File: config.mk
export PLATFORM = sky130hd
export DESIGN_NAME = uart_os_rx
export DESIGN_NICKNAME = d
export VERILOG_FILES = /design/src/rtl/uart_os_rx_pkg.sv /design/src/rtl/ovs_tick_gen.sv /design/src/rtl/rx_line_sync.sv /design/src/rtl/rx_frame_ctrl.sv /design/src/rtl/uart_os_rx.sv
export SDC_FILE = /design/constraint.sdc
export NUM_CORES = 1
export LEC_CHECK = 0
export CORE_AREA = 8 8 101 103
export CTS_CLUSTER_DIAMETER = 150
export DETAILED_ROUTE_END_ITERATION = 16
export DIE_AREA = 0 0 109 111
export DONT_BUFFER_PORTS = 1
export SETUP_SLACK_MARGIN = 0.02
export SYNTH_ARGS = -nofsm -noshare
export SYNTH_HDL_FRONTEND = slang
export SYNTH_SLANG_ARGS = --single-unit
File: constraint.sdc
create_clock -name clk -period 5.7 [get_ports clk]
set_input_delay 0.855 -clock clk [delete_from_list [all_inputs] [get_ports clk]]
set_output_delay 0.855 -clock clk [all_outputs]
set_load 0.005 [all_outputs]
File: src/rtl/uart_os_rx_pkg.sv
// Package: shared state encoding and the bit voter for the serial receiver.
// Assumes a single clock domain downstream of the line synchroniser.
package uart_os_rx_pkg;

    typedef enum logic [1:0] {
        RX_IDLE  = 2'd0,
        RX_START = 2'd1,
        RX_DATA  = 2'd2,
        RX_STOP  = 2'd3
    } rx_state_t;

    // Two-of-three majority vote over the centre oversamples
    function automatic logic maj3(input logic a, input logic b, input logic c);
        return (a & b) | (a & c) | (b & c);
    endfunction

endpackage

File: src/rtl/ovs_tick_gen.sv
// Oversample enable generator: one single-cycle enable every div_i+1 clocks.
// Assumes div_i changes only while the receiver is idle.
module ovs_tick_gen #(
    parameter int DIV_W = 16
) (
    input  logic             clk,
    input  logic             rst_n,
    input  logic [DIV_W-1:0] div_i,
    output logic             tick_o
);

    logic [DIV_W-1:0] cnt;

    assign tick_o = (cnt >= div_i);

    // Count clocks, wrap when the divisor is reached
    always_ff @(posedge clk) begin
        if (!rst_n)      cnt <= '0;
        else if (tick_o) cnt <= '0;
        else             cnt <= cnt + 1'b1;
    end


    tick_pulse_chk: assert property (@(posedge clk) disable iff (!rst_n)
        (tick_o && div_i != '0) |=> (!tick_o || div_i == '0));

endmodule

File: src/rtl/rx_line_sync.sv
// Line synchroniser: STAGES flops bring the raw line into the clock domain.
// Assumes the line idles high; every stage resets to 1.
module rx_line_sync #(
    parameter int STAGES = 2
) (
    input  logic clk,
    input  logic rst_n,
    input  logic rx_i,
    output logic line_o
);

    logic [STAGES-1:0] chain;

    // Shift the raw line through the synchroniser chain
    always_ff @(posedge clk) begin
        if (!rst_n) chain <= '1;
        else        chain <= {chain[STAGES-2:0], rx_i};
    end

    assign line_o = chain[STAGES-1];

endmodule

File: src/rtl/rx_frame_ctrl.sv
// Frame controller: finds the start edge, votes every bit on its centre
// oversamples, shifts data in LSB first, moves the phase by one oversample
// on early/late edges between data bits and rearms in the middle of the stop bit.
// Assumes line_i is synchronous and tick_i is a single-cycle oversample enable.
module rx_frame_ctrl
    import uart_os_rx_pkg::*;
#(
    parameter int DATA_W = 8,
    parameter int OVS    = 16
) (
    input  logic              clk,
    input  logic              rst_n,
    input  logic              tick_i,
    input  logic              line_i,
    output logic [DATA_W-1:0] data_o,
    output logic              valid_o,
    output logic              ferr_o
);

    localparam int PH_W  = $clog2(OVS);
    localparam int IDX_W = (DATA_W > 1) ? $clog2(DATA_W) : 1;
    localparam logic [PH_W-1:0]  PH_S0   = PH_W'(OVS/2 - 1);
    localparam logic [PH_W-1:0]  PH_S1   = PH_W'(OVS/2);
    localparam logic [PH_W-1:0]  PH_S2   = PH_W'(OVS/2 + 1);
    localparam logic [PH_W-1:0]  PH_LAST = PH_W'(OVS - 1);
    localparam logic [PH_W-1:0]  PH_ONE  = PH_W'(1);
    localparam logic [IDX_W-1:0] IDX_LAST = IDX_W'(DATA_W - 1);

    rx_state_t         state;
    logic [PH_W-1:0]   ph;
    logic [IDX_W-1:0]  idx;
    logic [1:0]        smp;
    logic              prev_line;
    logic              adj_done;
    logic [DATA_W-1:0] shreg;
    logic              vote, edge_seen, fall, early, late;

    assign vote      = maj3(smp[0], smp[1], line_i);
    assign edge_seen = line_i ^ prev_line;
    assign fall      = prev_line & ~line_i;
    assign early     = edge_seen && (ph == PH_LAST) && (idx != IDX_LAST);
    assign late      = edge_seen && (ph == PH_ONE) && (idx != '0) && !adj_done;

    // Frame sequencing, voting, phase tracking and byte presentation
    always_ff @(posedge clk) begin
        if (!rst_n) begin
            state     <= RX_IDLE;
            ph        <= '0;
            idx       <= '0;
            smp       <= 2'b11;
            prev_line <= 1'b1;
            adj_done  <= 1'b0;
            shreg     <= '0;
            data_o    <= '0;
            valid_o   <= 1'b0;
            ferr_o    <= 1'b0;
        end else begin
            valid_o <= 1'b0;
            if (tick_i) begin
                prev_line <= line_i;
                if (ph == PH_S0) smp[0] <= line_i;
                if (ph == PH_S1) smp[1] <= line_i;
                unique case (state)
                    RX_IDLE: begin
                        if (fall) begin
                            state <= RX_START;
                            ph    <= PH_ONE;
                        end
                    end
                    RX_START: begin
                        ph <= ph + 1'b1;
                        if (ph == PH_S2 && vote) begin
                            state <= RX_IDLE;
                        end else if (ph == PH_LAST) begin
                            state    <= RX_DATA;
                            ph       <= '0;
                            idx      <= '0;
                            adj_done <= 1'b0;
                        end
                    end
                    RX_DATA: begin
                        if (ph == PH_S2) shreg <= {vote, shreg[DATA_W-1:1]};
                        if (early) begin
                            idx      <= idx + 1'b1;
                            ph       <= PH_ONE;
                            adj_done <= 1'b0;
                        end else if (late) begin
                            adj_done <= 1'b1;
                        end else if (ph == PH_LAST) begin
                            ph       <= '0;
                            adj_done <= 1'b0;
                            if (idx == IDX_LAST) state <= RX_STOP;
                            else                 idx   <= idx + 1'b1;
                        end else begin
                            ph <= ph + 1'b1;
                        end
                    end
                    RX_STOP: begin
                        ph <= ph + 1'b1;
                        if (ph == PH_S2) begin
                            data_o  <= shreg;
                            valid_o <= 1'b1;
                            ferr_o  <= ~vote;
                            state   <= RX_IDLE;
                        end
                    end
                    default: state <= RX_IDLE;
                endcase
            end
        end
    end


    valid_pulse_chk: assert property (@(posedge clk) disable iff (!rst_n)
        valid_o |=> !valid_o);


    valid_from_stop_chk: assert property (@(posedge clk) disable iff (!rst_n)
        $rose(valid_o) |-> ($past(state) == RX_STOP));


    data_hold_chk: assert property (@(posedge clk) disable iff (!rst_n)
        (!$stable(data_o) || !$stable(ferr_o)) |-> valid_o);


    idle_exit_chk: assert property (@(posedge clk) disable iff (!rst_n)
        (state == RX_IDLE) |=> (state == RX_IDLE || state == RX_START));

endmodule

File: src/rtl/uart_os_rx.sv
// Top: oversampling serial byte receiver. Synchronises the line, generates
// the 16x oversample enable and runs the frame controller.
// Assumes baud_div_i is stable while a frame is in flight.
module uart_os_rx #(
    parameter int DIV_W  = 16,
    parameter int DATA_W = 8,
    parameter int OVS    = 16,
    parameter int SYNC_N = 2
) (
    input  logic              clk,
    input  logic              rst_n,
    input  logic              rx_i,
    input  logic [DIV_W-1:0]  baud_div_i,
    output logic [DATA_W-1:0] data_o,
    output logic              valid_o,
    output logic              frame_err_o
);

    logic tick, line;

    ovs_tick_gen #(.DIV_W(DIV_W)) u_tick (
        .clk(clk), .rst_n(rst_n), .div_i(baud_div_i), .tick_o(tick)
    );

    rx_line_sync #(.STAGES(SYNC_N)) u_sync (
        .clk(clk), .rst_n(rst_n), .rx_i(rx_i), .line_o(line)
    );

    rx_frame_ctrl #(.DATA_W(DATA_W), .OVS(OVS)) u_ctrl (
        .clk(clk), .rst_n(rst_n), .tick_i(tick), .line_i(line),
        .data_o(data_o), .valid_o(valid_o), .ferr_o(frame_err_o)
    );

endmodule

## Word level (Yosys, flattened, before mapping)

Index checks and enable logic that the tools add are counted.

- Bits in registers: 49
- Logic and storage cells: 97
- Input port bits: 19
- Output and inout bits: 10

- Add/sub/neg operators: 3
- Multiplexer cells: 28
- Equality and inequality tests: 22
- Bitwise operators: 10
- Reduce and logical (&&, ||, !) cells: 20
- $lt $le $gt $ge: 1

Operators with widths:

| kind | count |
|---|---|
| $mux 4 | 5 |
| $mux 3 | 6 |
| $add 16x1->16 const B | 1 |
| $ge 16x16->1 | 1 |
| $mux 2 | 8 |
| $pmux 4 s4 | 1 |
| $reduce_and 3->1 | 5 |
| $eq 4x4->1 const B | 3 |
| $ne 2x1->1 const B | 5 |
| $pmux 2 s4 | 1 |
| $reduce_and 8->1 | 1 |
| $reduce_and 7->1 | 1 |
| $logic_and 1x1->1 | 6 |
| $ne 2x2->1 const B | 3 |
| $ne 3x1->1 const B | 2 |
| $ne 3x2->1 const B | 2 |
| $pmux 3 s2 | 1 |
| $mux 1 | 5 |
| $add 4x1->4 const B | 1 |
| $and 1x1->1 | 4 |
| $eq 2x2->1 const B | 2 |
| $eq 4x1->1 const B | 1 |
| $eq 4x3->1 const B | 1 |
| $reduce_and 2->1 | 2 |
| other kinds (13) | 16 |

## Depth between registers and ports, before layout

Gate-level depths: netlist of run 1.

- Depth in word-level cells: 7
- Depth in mapped cells: 9
- Mapped depth without buffers: 8

## Hierarchy

Synthesis of run 1 repeated with hierarchy kept, for this count alone.

- Cell total of the unflattened synthesis: 313
- Area total of the unflattened synthesis: 2,830.2 um^2

Modules (own cells, without submodules):

| module | area an instance (um^2) | cells an instance | times used | sequential area each (um^2) |
|---|---|---|---|---|
| rx_frame_ctrl | 1,487.7 | 168 | 1 | 620.6 |
| ovs_tick_gen | 1,290.0 | 141 | 1 | 320.3 |
| rx_line_sync | 52.6 | 4 | 1 | 40.0 |

## Worst setup path before layout of run 1

No wires, ideal clock.

- Kind: input-to-reg
- From: input port baud_div_i[0]
- To: register u_ctrl.shreg[1]
- Arrival time: 2.643 ns
- Setup time: 0.072 ns
- Stages on the path: 8
- Required time: 5.628 ns
- Setup slack: 2.985 ns
- Path buffers: 1
- Cell sequence: ha_1 > nand2b_1 > a2111o_1 > a311o_1 > or2_1 > buf_6 > nand3_4 > mux2i_1

- Word-level cells in the longest chain between the ends: 2

Ends and longest elaborated chain:

| what | line | RTL |
|---|---|---|
| start, declared | uart_os_rx.sv:13 | `input logic [DIV_W-1:0] baud_div_i,` |
| $ge 16x16->1 | ovs_tick_gen.sv:14 | `assign tick_o = (cnt >= div_i);` |
| $reduce_and 3->1 (no line) | n/a |  |
| end signal, assigned | rx_frame_ctrl.sv:82 | `if (ph == PH_S2) shreg <= {vote, shreg[DATA_W-1:1]};` |
| end, declared | rx_frame_ctrl.sv:35 | `logic [DATA_W-1:0] shreg;` |

No other way between the ends.
A chain may end at the register's enable or synchronous reset.

## Worst setup path after layout of run 1

- From: input port baud_div_i[0]
- To: register u_tick.cnt[15]

- Word-level cells in the longest chain between the ends: 2

Ends and longest elaborated chain:

| what | line | RTL |
|---|---|---|
| $ge 16x16->1 | ovs_tick_gen.sv:14 |  |
| $reduce_or 2->1 (no line) | n/a |  |
| end signal, assigned | ovs_tick_gen.sv:20 | `else cnt <= cnt + 1'b1;` |
| end, declared | ovs_tick_gen.sv:12 | `logic [DIV_W-1:0] cnt;` |

No other way between the ends.

==> results of run 1 <==
[state kept, by name, summed over array words and instances, names as in the netlist, named ones only]
register and count:
u_tick.cnt 16, u_ctrl.shreg 8, u_ctrl.adj_done 1, u_ctrl.valid_o 1, u_sync.chain 2, u_ctrl.smp 2, u_ctrl.data_o 8, u_ctrl.idx 3
u_ctrl.ferr_o 1, u_ctrl.state 1, u_ctrl.ph 4, u_ctrl.prev_line 1
[metal layers]
metal / share of wire / wire, µm / GRT usage / vias up
met5: 0 / 0 / 0 / -
met4: 0.0055 / 27 / 0.0201 / 0
met3: 0.078 / 380 / 0.0297 / 4
met2: 0.42 / 2060 / 0.124 / 48
met1: 0.50 / 2430 / 0.109 / 878
li1: - / - / - / 1011
[critical path, cell delays in order]
cell and delay, ns:
ha_1 0.26, nand2b_1 0.14, a2111o_1 0.40, a311o_1 0.37
nor2_4 0.34, nand2_1 0.39, a21oi_1 0.22
[where the power goes]
group	internal [mW]	total [mW]	switching [mW]
clock	0.0852	0.194	0.109
sequential	0.344	0.347	0.00274
combinational	0.00912	0.0201	0.0110
total	0.439	0.561	0.122
[area by class of cell]
cell class	count	area, µm²	share of cell area
Inverter	26	97.6	0.0353
Clock buffer	6	72.6	0.0262
Tap cell	108	135	0.0488
Multi-Input combinational cell	213	1470	0.531
Sequential cell	49	981	0.355
Clock inverter	2	10.0	0.00362
[synthesized netlist by cell type (all sizes together), types with 6 or more instances]
cell,instances
ha,24
clkbuf,8
a21oi,9
xor2,7
nor3,9
nand3,16
nand4,6
o21ai,6
inv,26
nand2,35
mux2i,24
dfxtp,49
nor2,30
xnor2,6
[stage by stage]
stage | setup WS (ns) | utilization | hold WS, ns
2_1_floorplan | 2.98 | - | 0.386
3_3_place_gp | 2.69 | 0.314 | 0.395
3_5_place_dp | 2.64 | 0.314 | 0.396
4_1_cts | 2.94 | 0.324 | 0.418
5_1_grt | 2.76 | 0.324 | 0.460
6_report | 2.94 | 0.324 | 0.414
[path summary, 6_finish.rpt]
| check | endpoint | slack [ns] | cells after the start |
|---|---|---|---|
| worst min register to register | u_sync.chain[1] | 0.41 | 1 |
| worst min-delay path | u_sync.chain[1] | 0.41 | 1 |
| worst max-delay path | u_tick.cnt[15] | 2.94 | 7 |
| worst max register to register | u_tick.cnt[15] | 3.03 | 8 |
[kinds of logic after synthesis]
group / count (synthesis) / share of synthesized area
flops: 49 / 0.377
mux: 24 / 0.0924
compound gates: 35 / 0.0938
buf+inv: 37 / 0.0573
simple gates: 116 / 0.216
fa+ha+maj: 25 / 0.119
xor+xnor: 13 / 0.0438
==> results_dict.tcl, run 1 <==
set metrics [dict create \
    outcome "completed" \
    worstHoldStart "u_sync.chain[0]" \
    place_inst 396 \
    grt_max_degree 39 \
    maxSlewViolCount 0 \
    fin_cells 404 \
    core_region_area_um2 8550 \
    cts_setup_buffers 0 \
    cp_max_fo 16 \
    powerDensity_nw_per_um2 203 \
    place_congestion 0.838 \
    synth_top_area_frac 0.377 \
    io_pins 29 \
    ys_ff_latch 49 \
    total_power_mw 0.561 \
    ctsHtreeMaxLevel 2 \
    die_w_um 109 \
    end_kind "register" \
    wirelength_um 4900 \
    cts_resized 0 \
    cp.required_ns 5.92 \
    fin_skew_ns 0.00427 \
    nets 338 \
    yosys_warnings 0 \
    drtIter0Drc 131 \
    post_drt_wl_per_cell_um 12.1 \
    fillers 886 \
    ys.flop_type "dfxtp_1" \
    synthArstFlopShare 0 \
    layout_common_cells "dfxtp_1 (49), nand2_1 (35), nor2_1 (28), inv_1 (26)" \
    drive_above_1_share 0.0405 \
    netlist_top_cells_area "dfxtp_1 (38%), ha_1 (12%), mux2i_1 (9.2%)" \
    min_period_ns 2.76 \
    clock_latency_ns 0.29 \
    die_area_um2 12100 \
    setup_tns_ns 0 \
    netlist_area_um2 2600 \
    grt_pass1_wl_um 8490 \
    antenna_found_initial 0 \
    synth_cell_types 45 \
    clkSinkCount 49 \
    hpwlAfterDp_um 3640 \
    avgSynthCellArea_um2 8.70 \
    clock_tree.root_cell "clkbuf_8" \
    rr_startpoint "u_tick.cnt[0]" \
    port_buffers 0 \
    area_growth_pct 6.40 \
    die_h_um 111 \
    max-slew-margin-rel 0.592 \
    dpl_cell_area_um2 2680 \
    cp.arrival_ns 2.98 \
    rsz0062_at_grt "no" \
    setup_viol 0 \
    start_util 0.304 \
    vias_per_cell 4.80 \
    postRouteAntennaNets 0 \
    track_usage 0.0827 \
    n_antenna_cell 0 \
    rows 34 \
    cts_buffers 5 \
    final_area_um2 2770 \
    fmax_mhz 362 \
    worst_pin_slew_ns 0.611 \
    cts_tree "yes" \
    path_clk_slew_ns 0.09 \
    hold_violations 0 \
    overflow 0 \
    firstDrtPassIters 5 \
    synth_top_area_cell "dfxtp_1" \
    synth_nets 342 \
    final.period_utilization 0.484 \
    synth_edf_count 0 \
    max_cap_viol_count 0 \
    ys_seq_area_frac 0.377 \
    cp-startpoint "baud_div_i[0]" \
    synthCells 299 \
    vias 1941 \
    cts_buffer_depth 2 \
    path_class "input pin to register" \
    hold_buffers 0 \
    grt_pass1_vias 1941 \
    final_common_cell "dfxtp_1" \
    min_path_type "register to register" \
    crit_path_start_kind "input pin" \
    route.detailed.drc 0 \
    ir_worst_vdd_mv 0.137 \
    power.static_leakage_nw 1.12 \
]
(Power assumes the default switching activity.)
==> run 2: changes to the inputs <==
==> constraint.sdc (replaced) <==
create_clock -name clk -period 2.5 [get_ports clk]
set_input_delay 0.375 -clock clk [delete_from_list [all_inputs] [get_ports clk]]
set_output_delay 0.375 -clock clk [all_outputs]
set_load 0.005 [all_outputs]
==> results_dict.tcl, run 2 (synthesized netlist as in run 1, its figures left out) <==
set metrics [dict create \
    worstHoldStart "rst_n" \
    rows 34 \
    fmax_mhz 429 \
    cts_tree "yes" \
    outcome "completed" \
    final_common_cell "dfxtp_1" \
    firstDrtPassIters 4 \
    regMostFlops "u_tick.cnt" \
    hpwlAfterDp_um 3670 \
    route.detailed.drc 0 \
    io_pins 29 \
    n_antenna_cell 0 \
    vias 1907 \
    cts_buffer_depth 2 \
    overflow 0 \
    crit_path_start_kind "register" \
    final_area_um2 2830 \
    place_congestion 0.796 \
    start_util 0.304 \
    hold_violations 0 \
    p_comb_frac 0.036 \
    rsz0062_at_grt "no" \
    end_kind "register" \
    post_drt_wl_per_cell_um 12.1 \
    die_area_um2 12100 \
    min_period_ns 2.33 \
    antenna_found_initial 0 \
    cts_buffers 5 \
    track_usage 0.0840 \
    cp_max_fo 8 \
    grt_max_degree 39 \
    dpl_cell_area_um2 2720 \
    final.period_utilization 0.932 \
    fin_skew_ns 0.0128 \
    fillers 894 \
    place_inst 401 \
    place_ws_ns 0.148 \
    hold_buffers 0 \
    grt_pass1_wl_um 8420 \
    die_h_um 111 \
    drive_above_1_share 0.0567 \
    core_region_area_um2 8550 \
    die_w_um 109 \
    maxSlewViolCount 0 \
    rrSetupSlack_ns 0.17 \
    top_regs "u_tick.cnt (16), u_ctrl.data_o (8), u_ctrl.shreg (8)" \
    cts_setup_buffers 0 \
    worst_pin_slew_ns 0.613 \
    postRouteAntennaNets 0 \
    layout_common_cells "dfxtp_1 (49), nand2_1 (35), nor2_1 (28), inv_1 (26)" \
    clock_latency_ns 0.30 \
    cp.required_ns 2.74 \
    ff2ff_path_depth 8 \
    ir_worst_vdd_mv 0.219 \
    switching_power_mw 0.287 \
    setup_tns_ns 0 \
    holdPathStages 1 \
    setup_viol 0 \
    rr_startpoint "u_tick.cnt[0]" \
    drtIter0Drc 106 \
    max_cap_viol_count 0 \
    path_clk_slew_ns 0.09 \
    vias_per_cell 4.67 \
    clockPowerShare 0.394 \
    ctsHtreeMaxLevel 2 \
    whs_endpoint "u_sync.chain[0]" \
    min_path_type "input pin to register" \
    cp.arrival_ns 2.56 \
    clock_tree.root_cell "clkbuf_8" \
    p_seq_frac 0.570 \
    powerDensity_nw_per_um2 491 \
    area_growth_pct 8.66 \
    largest_reg_flops 16 \
    setup_ws_ns 0.171 \
    clkSinkCount 49 \
    post-route-util 0.330 \
    reg2reg_to "u_ctrl.shreg[1]" \
    grt_pass1_vias 1897 \
    fin_cells 408 \
    power.static_leakage_nw 1.15 \
    switching_share 0.207 \
    port_buffers 0 \
    cts_resized 0 \
    nets 343 \
    power.internal_mw 1.10 \
    wirelength_um 4960 \
    path_class "register to register" \
    max-slew-margin-rel 0.591 \
]
-- run 2: area by class of cell --
type / instances / area (µm²) / share of cell area
flip-flops and latches: 49 / 981 / 0.347
inverters: 26 / 97.6 / 0.0345
well taps: 108 / 135 / 0.0478
multi-input cells: 213 / 1470 / 0.520
repair buffers: 5 / 37.5 / 0.0133
clock inverters: 2 / 35.0 / 0.0124
clock buffers: 5 / 68.8 / 0.0244
-- run 2: worst max path at each step --
stage                             start               to  depth (start not counted)
after global routing      u_tick.cnt[0]  u_ctrl.shreg[1]                          8
after CTS                 u_tick.cnt[0]  u_ctrl.shreg[1]                          8
after detailed placement  baud_div_i[0]  u_ctrl.shreg[1]                          7
final                     u_tick.cnt[0]  u_ctrl.shreg[1]                          8
after floorplan           u_tick.cnt[0]  u_ctrl.shreg[1]                          9
after global placement    baud_div_i[0]  u_ctrl.shreg[0]                          7
-- run 2: metrics by stage --
step / hold slack [ns] / power (mW)
after CTS: 0.143 / 1.41
final: 0.161 / 1.39
after floorplan: 0.386 / 0.854
after global placement: 0.395 / 0.858
after global routing: 0.146 / 1.45
after detailed placement: 0.393 / 0.860
-- run 2: worst max-delay path: stages (launching register included) --
cell,delay [ns]
dfxtp_1,0.34
inv_1,0.04
ha_1,0.25
nand2b_1,0.14
a2111o_1,0.40
a311o_1,0.36
or2_1,0.35
nand3_4,0.17
mux2i_1,0.22
-- run 2: power groups by stage --
stage | clock network, mW | logic [mW] | registers [mW]
after floorplan | 0 | 0.0457 | 0.808
after global placement | 0 | 0.0492 | 0.809
after detailed placement | 0 | 0.0508 | 0.809
after CTS | 0.568 | 0.0510 | 0.790
after global routing | 0.601 | 0.0584 | 0.792
final | 0.547 | 0.0502 | 0.790
-- run 2: metal layers --
layer  part of all wire  up-vias  global-route usage
li1                   -     1013                   -
met5                  0        -                   0
met2               0.42       43               0.123
met4              0.011        0              0.0283
met1               0.50      845               0.108
met3              0.073        6              0.0337
==> run 3: changes to the inputs <==
--- a/config.mk
+++ b/config.mk
@@ -5,10 +5,11 @@
 export SDC_FILE = /design/constraint.sdc
 export NUM_CORES = 1
 export LEC_CHECK = 0
-export CORE_AREA = 8 8 101 103
+export ABC_AREA = 1
+export CORE_AREA = 8 8 103 105
 export CTS_CLUSTER_DIAMETER = 150
 export DETAILED_ROUTE_END_ITERATION = 16
-export DIE_AREA = 0 0 109 111
+export DIE_AREA = 0 0 111 113
 export DONT_BUFFER_PORTS = 1
 export SETUP_SLACK_MARGIN = 0.02
 export SYNTH_ARGS = -nofsm -noshare
==> results_dict.tcl, run 3 <==
set metrics [dict create \
    outcome "completed" \
    clock_latency_ns 0.31 \
    yosysMostFrequentCell "nand2_1" \
    die_w_um 111 \
    io_pins 29 \
    vias_per_cell 4.61 \
    fin_skew_ns 0.0134 \
    vias 2291 \
    fmax_mhz 530 \
    wirelength_um 5330 \
    ys_seq_area_frac 0.358 \
    hold_violations 0 \
    place_congestion 0.844 \
    fillers 958 \
    grt_pass1_wl_um 9270 \
    cp.arrival_ns 2.10 \
    total_power_mw 1.36 \
    powerDensity_nw_per_um2 462 \
    place_inst 489 \
    drive_above_1_share 0.0959 \
    grt_max_degree 31 \
    cp-startpoint "u_tick.cnt[0]" \
    post_drt_wl_per_cell_um 10.7 \
    n_antenna_cell 0 \
    track_usage 0.0875 \
    cts_resized 0 \
    final_common_cell "nand2_1" \
    die_h_um 113 \
    layout_common_cells "nand2_1 (73), nor2_1 (68), inv_1 (52), dfxtp_1 (49), ha_1 (24)" \
    setup_tns_ns 0 \
    synth_edf_count 0 \
    max-slew-margin-rel 0.801 \
    min_period_ns 1.89 \
    synth_top_area_cell "dfxtp_1" \
    maxSlewViolCount 0 \
    avgSynthCellArea_um2 7.15 \
    nets 428 \
    worst_pin_slew_ns 0.295 \
    crit_path_start_kind "register" \
    top_regs "u_tick.cnt (16), u_ctrl.data_o (8), u_ctrl.shreg (8)" \
    path_class "register to register" \
    rsz0062_at_grt "no" \
    cp_max_fo 19 \
    hold_ws_ns 0.147 \
    clkSinkCount 49 \
    drtIter0Drc 85 \
    cts_buffer_depth 2 \
    synth_top_area_frac 0.358 \
    yosys_warnings 0 \
    die_area_um2 12500 \
    ys.flop_type "dfxtp_1" \
    grt_pass1_vias 2116 \
    cts_buffers 5 \
    synthTopCellsByCount "nand2_1 (73), nor2_1 (68), inv_1 (52)" \
    netlist_area_um2 2740 \
    synth_nets 426 \
    ir_worst_vdd_mv 0.294 \
    rows 35 \
    start_util 0.305 \
    firstDrtPassIters 5 \
    rr_startpoint "u_tick.cnt[0]" \
    final.period_utilization 0.755 \
    grtUsageMet1 0.104 \
    top_usage_layer "met2" \
    synth_cell_types 35 \
    postRouteAntennaNets 0 \
    setup_viol 0 \
    cts_tree "yes" \
    worstHoldStart "rst_n" \
    ctsHtreeMaxLevel 2 \
    min_path_type "input pin to register" \
    power.static_leakage_nw 1.30 \
    overflow 0 \
    ys_ff_latch 49 \
    netlist_top_cells_area "dfxtp_1 (36%), ha_1 (11%), nand2_1 (10%)" \
    hold_buffers 0 \
    synthCells 383 \
    clock_tree.root_cell "clkbuf_8" \
    synthArstFlopShare 0 \
    largest_reg_flops 16 \
    area_growth_pct 7.22 \
    grt_util_met3 0.0296 \
    fin_cells 497 \
    end_kind "register" \
    port_buffers 0 \
    core_region_area_um2 8980 \
    max_cap_viol_count 0 \
    antenna_found_initial 0 \
    met2_usage 0.139 \
    path_clk_slew_ns 0.10 \
    hpwlAfterDp_um 4160 \
    cts_setup_buffers 0 \
    route.detailed.drc 0 \
    regMostFlops "u_tick.cnt" \
    cp.required_ns 2.72 \
]
## run 3: cell types whose count changed after synthesis, sizes merged, moves of 11 or more
cell   change
o21ai     +16
nand2     +46
nor2      +42
inv       +29
a21oi     +11
mux2i     -24
## run 3: critical path, cell delays in order (launching register included)
cell and delay, ns:
dfxtp_1 0.38, inv_1 0.06, ha_1 0.27, nand2_1 0.06
nor2_1 0.04, nor2_1 0.07, nand2_1 0.06, nand2_1 0.05
nand2_1 0.08, nand2_2 0.09, nand2_4 0.16, nand2_4 0.16
clkinv_2 0.13, nor2_1 0.11, nor2_1 0.05
## run 3: stage by stage
| step | utilization | worst slack, ns | cell area (µm²) |
|---|---|---|---|
| after floorplan | - | 0.858 | 2740 |
| after global placement | 0.316 | 0.576 | 2840 |
| after detailed placement | 0.316 | 0.546 | 2840 |
| after CTS | 0.327 | 0.583 | 2940 |
| after global routing | 0.327 | 0.375 | 2940 |
| final | 0.327 | 0.612 | 2940 |
## run 3: final timing paths
path / endpoint / slack (ns) / depth (start not counted)
max: u_ctrl.shreg[1] / 0.61 / 14
min: u_ctrl.smp[0] / 0.15 / 1
max reg2reg: u_ctrl.shreg[1] / 0.61 / 14
min reg2reg: u_sync.chain[1] / 0.42 / 1
## run 3: area by class of cell
type / count / area, µm² / area share
Clock buffer: 5 / 68.8 / 0.0234
Tap cell: 111 / 139 / 0.0473
Sequential cell: 49 / 981 / 0.334
Clock inverter: 3 / 28.8 / 0.00980
Inverter: 57 / 223 / 0.0759
Multi-Input combinational cell: 272 / 1500 / 0.509
## run 3: logic make-up (layout without fill, tap and decap cells)
family | after synthesis | after routing | share of synthesized area
AND/OR/NAND/NOR | 194 | 194 | 0.319
AO/OA/AOI/OAI | 47 | 47 | 0.0955
adder cells (fa/ha/maj) | 24 | 24 | 0.110
flip-flops | 49 | 49 | 0.358
XOR/XNOR | 7 | 7 | 0.0224
buffers and inverters | 62 | 65 | 0.0955
## run 3: report_power, final
part	switching, mW	internal [mW]
Combinational	0.0361	0.0244
Sequential	0.00409	0.786
Clock	0.295	0.210
Total	0.336	1.02
## run 3: routing by layer
layer  part of all wire  wire length, µm  vias to the layer above
met5                  0                0                        -
met4              0.020              104                        0
met3              0.043              230                        9
met2               0.44             2350                       33
met1               0.50             2650                     1025
li1                   -                -                     1224
